--- src/rtl/pi_loop_pkg.sv ---
package pi_loop_pkg;
  // Widths shared by the filter and its bench-side checker
  localparam int unsigned ERR_W  = 16;
  localparam int unsigned GAIN_W = 16;
  localparam int unsigned FRAC_W = 16;
  localparam int unsigned ACC_W  = 24;
  localparam int unsigned OUT_W  = 16;

  // Index of each gain path in the scaled-term array
  typedef enum logic {PATH_P = 1'b0, PATH_I = 1'b1} path_e;
endpackage

--- src/rtl/pi_gain_mult.sv ---
// Scales one error sample by a fractional gain: full product, then
// arithmetic shift right by FRAC (rounds toward minus infinity).
module pi_gain_mult #(
  parameter int unsigned DW   = 16,
  parameter int unsigned GW   = 16,
  parameter int unsigned FRAC = 16,
  localparam int unsigned MW  = DW + GW,
  localparam int unsigned SW  = MW - FRAC
) (
  input  logic signed [DW-1:0] x,
  input  logic signed [GW-1:0] g,
  output logic signed [SW-1:0] y
);
  logic signed [MW-1:0] prod;
  logic signed [MW-1:0] shifted;

  always_comb begin
    prod    = MW'(x) * MW'(g);
    shifted = prod >>> FRAC;
    y       = shifted[SW-1:0];
  end
endmodule

--- src/rtl/pi_integrator.sv ---
// Registered, saturating accumulator. The register is the one-sample
// delay of the integral path.
module pi_integrator #(
  parameter int unsigned AW = 24,
  parameter int unsigned IW = 16,
  localparam int unsigned SW = AW + 1
) (
  input  logic                 clk,
  input  logic                 rst,
  input  logic                 clr,
  input  logic                 en,
  input  logic signed [IW-1:0] inc,
  output logic signed [AW-1:0] acc
);
  logic signed [SW-1:0] sum;
  logic signed [SW-1:0] hi_lim;
  logic signed [SW-1:0] lo_lim;
  logic signed [AW-1:0] nxt;

  assign hi_lim = {2'b00, {(AW-1){1'b1}}};
  assign lo_lim = {2'b11, {(AW-1){1'b0}}};

  always_comb begin
    sum = SW'(acc) + SW'(inc);
    if (sum > hi_lim)      nxt = hi_lim[AW-1:0];
    else if (sum < lo_lim) nxt = lo_lim[AW-1:0];
    else                   nxt = sum[AW-1:0];
  end

  always_ff @(posedge clk) begin
    if (rst || clr) acc <= '0;
    else if (en)    acc <= nxt;
  end
endmodule

--- src/rtl/pi_out_stage.sv ---
// Adds the proportional term to the stored integral sum, clamps the
// result to the output width and registers it along with its valid flag.
module pi_out_stage #(
  parameter int unsigned AW = 24,
  parameter int unsigned PW = 16,
  parameter int unsigned OW = 16,
  localparam int unsigned SW = ((AW > PW) ? AW : PW) + 1
) (
  input  logic                 clk,
  input  logic                 rst,
  input  logic                 en,
  input  logic signed [PW-1:0] p_term,
  input  logic signed [AW-1:0] acc,
  output logic                 y_valid,
  output logic signed [OW-1:0] y
);
  logic signed [SW-1:0] sum;
  logic signed [SW-1:0] hi_lim;
  logic signed [SW-1:0] lo_lim;
  logic signed [OW-1:0] clamped;

  assign hi_lim = {{(SW-OW+1){1'b0}}, {(OW-1){1'b1}}};
  assign lo_lim = {{(SW-OW+1){1'b1}}, {(OW-1){1'b0}}};

  always_comb begin
    sum = SW'(p_term) + SW'(acc);
    if (sum > hi_lim)      clamped = hi_lim[OW-1:0];
    else if (sum < lo_lim) clamped = lo_lim[OW-1:0];
    else                   clamped = sum[OW-1:0];
  end

  always_ff @(posedge clk) begin
    if (rst) begin
      y_valid <= 1'b0;
      y       <= '0;
    end else begin
      y_valid <= en;
      if (en) y <= clamped;
    end
  end
endmodule

--- src/rtl/pi_loop_filter.sv ---
module pi_loop_filter
  import pi_loop_pkg::*;
#(
  parameter int unsigned EW   = ERR_W,
  parameter int unsigned GW   = GAIN_W,
  parameter int unsigned FRAC = FRAC_W,
  parameter int unsigned AW   = ACC_W,
  parameter int unsigned OW   = OUT_W,
  localparam int unsigned TW  = EW + GW - FRAC
) (
  input  logic                 clk,
  input  logic                 rst,
  input  logic                 clr,
  input  logic                 err_valid,
  input  logic signed [EW-1:0] err_data,
  input  logic signed [GW-1:0] kp,
  input  logic signed [GW-1:0] ki,
  output logic                 ctl_valid,
  output logic signed [OW-1:0] ctl_data
);
  logic signed [GW-1:0] gain_sel [2];
  logic signed [TW-1:0] term     [2];
  logic signed [AW-1:0] acc_q;

  assign gain_sel[PATH_P] = kp;
  assign gain_sel[PATH_I] = ki;

  // One scaler per gain path
  for (genvar k = 0; k < 2; k++) begin : g_path
    pi_gain_mult #(.DW(EW), .GW(GW), .FRAC(FRAC)) u_mult (
      .x(err_data),
      .g(gain_sel[k]),
      .y(term[k])
    );
  end

  pi_integrator #(.AW(AW), .IW(TW)) u_integ (
    .clk(clk),
    .rst(rst),
    .clr(clr),
    .en (err_valid),
    .inc(term[PATH_I]),
    .acc(acc_q)
  );

  pi_out_stage #(.AW(AW), .PW(TW), .OW(OW)) u_out (
    .clk    (clk),
    .rst    (rst),
    .en     (err_valid),
    .p_term (term[PATH_P]),
    .acc    (acc_q),
    .y_valid(ctl_valid),
    .y      (ctl_data)
  );
endmodule

--- config.mk ---
export PLATFORM = sky130hd
export DESIGN_NAME = pi_loop_filter
export DESIGN_NICKNAME = d
export VERILOG_FILES = /design/src/rtl/pi_loop_pkg.sv /design/src/rtl/pi_gain_mult.sv /design/src/rtl/pi_integrator.sv /design/src/rtl/pi_out_stage.sv /design/src/rtl/pi_loop_filter.sv
export SDC_FILE = /design/constraint.sdc
export NUM_CORES = 2
export LEC_CHECK = 0
export BUFFER_PORTS_ARGS = -buffer_cell sky130_fd_sc_hd__buf_4
export CAP_MARGIN = 20
export CORE_UTILIZATION = 25
export CTS_CLUSTER_SIZE = 12
export DETAILED_ROUTE_END_ITERATION = 10
export PLACE_DENSITY_LB_ADDON = 0.25
export SLEW_MARGIN = 20
export SYNTH_ARGS = -nofsm -noshare
export SYNTH_HDL_FRONTEND = slang
export SYNTH_HIERARCHICAL = 1
export SYNTH_SLANG_ARGS = --single-unit
--- constraint.sdc ---
create_clock -name clk -period 18 [get_ports clk]
set_input_delay 0.9 -clock clk [delete_from_list [all_inputs] [get_ports clk]]
set_output_delay 0.9 -clock clk [all_outputs]
set_load 0.02 [all_outputs]
-- Word level (Yosys, flattened, before mapping)
Cells that the tools add are included.
- bits in registers: 41
- input port bits: 52
- output and inout bits: 17
- logic and storage cells: 16
- reductions and logical operators: 1
- add/sub/neg operators: 2
- mux-type cells: 4
- $mul: 2
- order comparisons: 4
- operator list (operator ; number):
    16-bit by 16-bit multiplier with 32-bit output ; 2
    24-bit 2-to-1 mux ; 2
    16-bit 2-to-1 mux ; 2
    16-bit by 24-bit adder with 25-bit output ; 1
    24-bit by 16-bit adder with 25-bit output ; 1
    25-bit by 16-bit greater-than comparator with 1-bit output, second input constant ; 1
    25-bit by 24-bit greater-than comparator with 1-bit output, second input constant ; 1
    25-bit by 16-bit < comparator with 1-bit output, second input constant ; 1
    25-bit by 24-bit < comparator with 1-bit output, second input constant ; 1
    1-bit logical OR ; 1

-- Depth between registers and ports, before layout
- depth after elaboration: 5
- depth in mapped cells: 35
- gate-level depth less buffers: 32

-- Modules after synthesis
The synthesis kept the hierarchy.
- by module, submodules not included (module ; area an instance (um^2) ; cells an instance ; sequential area each (um^2) ; instances):
    pi_gain_mult at g_path[0].u_mult ; 9789.4 ; 1097 ; 0.0 ; 1
    pi_gain_mult at g_path[1].u_mult ; 9526.6 ; 1030 ; 0.0 ; 1
    pi_integrator ; 2208.4 ; 285 ; 480.5 ; 1
    pi_out_stage ; 2180.8 ; 255 ; 340.3 ; 1

-- Worst setup path after synthesis
OpenSTA, ideal clock, no wires.
- path type: input to register
- from: in err_data[15]
- to: reg u_out.y[0]
- buffers on the path: 3
- required time: 17858 ps
- path slack: 8840 ps
- library setup time: 142 ps
- stages on the path: 30
- data arrival time: 9018 ps
- cells stage by stage: clkbuf_1 -> nand2_1 -> fa_1 -> inv_1 -> fa_1 -> fa_1 -> fa_1 -> fa_1 -> inv_1 -> fa_1 -> inv_1 -> ha_1 -> a21oi_1 -> nand2_1 -> a221oi_1 -> o31a_2 -> nor3_4 -> or2_4 -> o211ai_1 -> ha_1 -> buf_2 -> a211oi_2 -> nor2_1 -> o41ai_2 -> or3b_2 -> a32oi_1 -> nand4b_1 -> o31ai_4 -> buf_6 -> o32ai_2
- RTL lines (what ; line ; text):
    start, declared ; pi_loop_filter.sv:15 ; input logic signed [EW-1:0] err_data,
    end signal, assigned ; pi_out_stage.sv:38 ; if (en) y <= clamped;
    end, declared ; pi_out_stage.sv:15 ; output logic signed [OW-1:0] y

==> results.json <==
{
  "status": "finished, final reports clean",
  "critPathMaxStageDelay_ns": 0.91,
  "area_growth_pct": 8.11,
  "drc_errors": 0,
  "synth.distinct_cells": 96,
  "synth_cells": 2667,
  "htreeDepth": 2,
  "critPathCaptureType": "flop",
  "die_h_um": 310,
  "worstMarginPinSlew_ns": 0.893,
  "vias": 17200,
  "fin_cells": 3914,
  "hold_buffers": 0,
  "hold_path_end": "u_out/y[15]",
  "synth_top_area_share_pct": 44.3,
  "hold_viol": 0,
  "grt_pass1_vias": 18600,
  "ctsLongestPathBuffers": 2,
  "ys_warn_count": 6,
  "cts_resized": 0,
  "antenna_left": 0,
  "cts.sinks": 41,
  "grt_pass1_wl_um": 105000,
  "drtIter0Drc": 953,
  "tns_ns": 0,
  "yosysMostFrequentCell": "inv_1",
  "cts_setup_buffers": 0,
  "gp_congestion": 0.799,
  "drive_gt1_share_pct": 5.15,
  "rsz0062_at_grt": "false",
  "avgRoutedWirePerCell_um": 16.2,
  "die_area_um2": 96100,
  "ys_top_cells_by_area": "fa_1 44%, ha_1 11%, inv_1 9.9%",
  "min_period_over_period_pct": 56.1,
  "clkTransAtPathRegs_ns": 0.07,
  "rr_worst_depth": 11,
  "coreArea_um2": 93600,
  "worstSetupStartpointType": "input pin",
  "dp_hpwl_um": 51300,
  "r2r_end": "u_out/y[8]",
  "n_fill_cell": 10200,
  "dp_cells": 3906,
  "maxSlewHeadroom_pct": 40.5,
  "num_antenna_cells": 0,
  "grt_max_degree": 47,
  "hold_path.class": "reg2reg",
  "synthesis.nets": 3449,
  "slowest_stage": "fa_1",
  "grtUsageTotal_pct": 13.9,
  "clock.fmax_mhz": 99.1,
  "final-seq-area_um2": 821,
  "synth_top_area_cell": "fa_1",
  "drv_cap": 0,
  "synth_commonest_cells": "624 x inv_1, 524 x fa_1, 301 x nand2_1",
  "hold_depth": 2,
  "reg2reg_from": "u_integ/acc[0]",
  "syn_area_um2": 23700,
  "syn_area_per_cell_um2": 8.89,
  "die_x_um": 310,
  "cts_tree": "built",
  "required_ns": 18.15,
  "critPathMostFrequentCell": "fa_1",
  "via_per_inst": 4.39,
  "port_buffers": 68,
  "antenna_found_initial": 2,
  "grt_overflow": 0,
  "finalSetupViolCount": 0,
  "hp-start": "u_out/y[15]",
  "synth_seq_cells": 41,
  "synthArstFlopShare_pct": 0,
  "start_util_pct": 25.3,
  "clk_latency_ns": 0.30,
  "synth_edf_count": 0,
  "finClkSkew_ns": 0.00390,
  "slew_viol_final": 0,
  "crit_type": "in2reg",
  "row_count": 112,
  "crit_fanout": 32,
  "min_period_ns": 10.09,
  "yosysSeqAreaShare_pct": 3.46,
  "top_level_ports": 69,
  "worstPathArrival_ns": 10.24,
  "cts_buffers": 5,
  "multi_input_area_um2": 20200,
  "ys_dominant_reg_cell": "dfxtp_1",
  "wl_um": 63300,
  "dr.pass1.iters": 5,
  "root_buffer": "clkbuf_16",
  "final_net_count": 3441,
  "ff2ff_setup_slack_ns": 14.24
}
==> registers in the layout, summed over array words and instances (netlist names) <==
register and cells:
u_integ/acc 24, u_out/y 16, u_out/y_valid 1
==> logic make-up (layout without fill, tap and decap cells) <==
group                      Yosys count  after routing  synth area share (%)
DFF                                 41             41                  3.46
muxes                                1              1                0.0422
buffers and inverters              710            703                  11.5
and+or+nand+nor                    773            773                  16.4
AOI/OAI and AO/OA                  331            331                  10.4
xor gates and xnor gates            81             81                  3.07
adders and majority gates          730            730                  55.1
==> worst max-delay path, delay by kind of cell <==
kind                       cells  cell delay, ns
adders and majority gates      8            4.41
and+or+nand+nor                7            1.35
AOI/OAI and AO/OA              9            3.04
buffers and inverters          4            0.50
==> worst max path at each step <==
stage / slack (ns) / from / cells after the start / end
finish: 7.91 / err_data[15] / 28 / u_out/y[8]
global route: 7.26 / err_data[15] / 29 / u_out/y[11]
CTS: 7.86 / err_data[15] / 28 / u_out/y[12]
detailed placement: 7.58 / err_data[15] / 28 / u_out/y[10]
global placement: 7.70 / err_data[15] / 29 / u_out/y[8]
floorplan: 8.84 / err_data[15] / 30 / u_out/y[0]
==> cells in the final DEF, fill, tap and decap left out, types with 5 or more instances in the layout <==
| master | Yosys | routed |
|---|---|---|
| inv_1 | 624 | 624 |
| xnor2_1 | 60 | 60 |
| ha_1 | 206 | 206 |
| a21o_1 | 31 | 31 |
| o21bai_1 | 9 | 9 |
| dfxtp_1 | 41 | 41 |
| a31oi_1 | 7 | 7 |
| and3_1 | 8 | 8 |
| xor2_1 | 20 | 20 |
| o21ai_1 | 7 | 7 |
| and2_1 | 253 | 253 |
| nor3_1 | 11 | 11 |
| o211ai_1 | 14 | 14 |
| o32ai_2 | 10 | 10 |
| buf_4 | 2 | 71 |
| nand2_1 | 301 | 301 |
| o21a_1 | 12 | 12 |
| clkbuf_16 | 0 | 5 |
| nor2b_1 | 12 | 12 |
| a21oi_1 | 95 | 95 |
| or3_1 | 17 | 17 |
| o21ai_0 | 63 | 63 |
| nand4_1 | 12 | 12 |
| nand3_1 | 19 | 19 |
| fa_1 | 524 | 524 |
| o32ai_1 | 5 | 5 |
| a211oi_1 | 12 | 12 |
| nand2b_1 | 13 | 13 |
| nor2_1 | 94 | 94 |
==> routing by layer <==
metal  part of all wire [%]  wire [um]  vias up  global-route usage (%)
li1                       -          -     8126                       -
met1                     48      30200     8800                    19.5
met2                     49      30900      241                    24.1
met3                    2.9       1820       22                    1.01
met4                   0.57        359        2                   0.962
met5                  0.021         13        -                       0
==> metrics by stage <==
stage               utilization (%)  hold slack, ns  setup slack (ns)  cell area (um2)
floorplan                         -           0.518              8.84            23700
global placement               27.2           0.469              7.70            25400
detailed placement             27.2           0.472              7.58            25400
CTS                            27.4           0.489              7.86            25600
global route                   27.4           0.524              7.26            25600
finish                         27.4           0.482              7.91            25600
==> cell type report <==
cell class              instances  share of cell area [%]
flip-flops and latches         41                    3.20
inverters                     624                    9.14
repair buffers                 71                    2.08
multi-input cells            1916                    78.7
clock inverters                 3                   0.269
well taps                    1254                    6.12
clock buffers                   5                   0.488
Power is not shown: default switching activity piles up to over one toggle a cycle in this logic, so the estimate is an artifact.
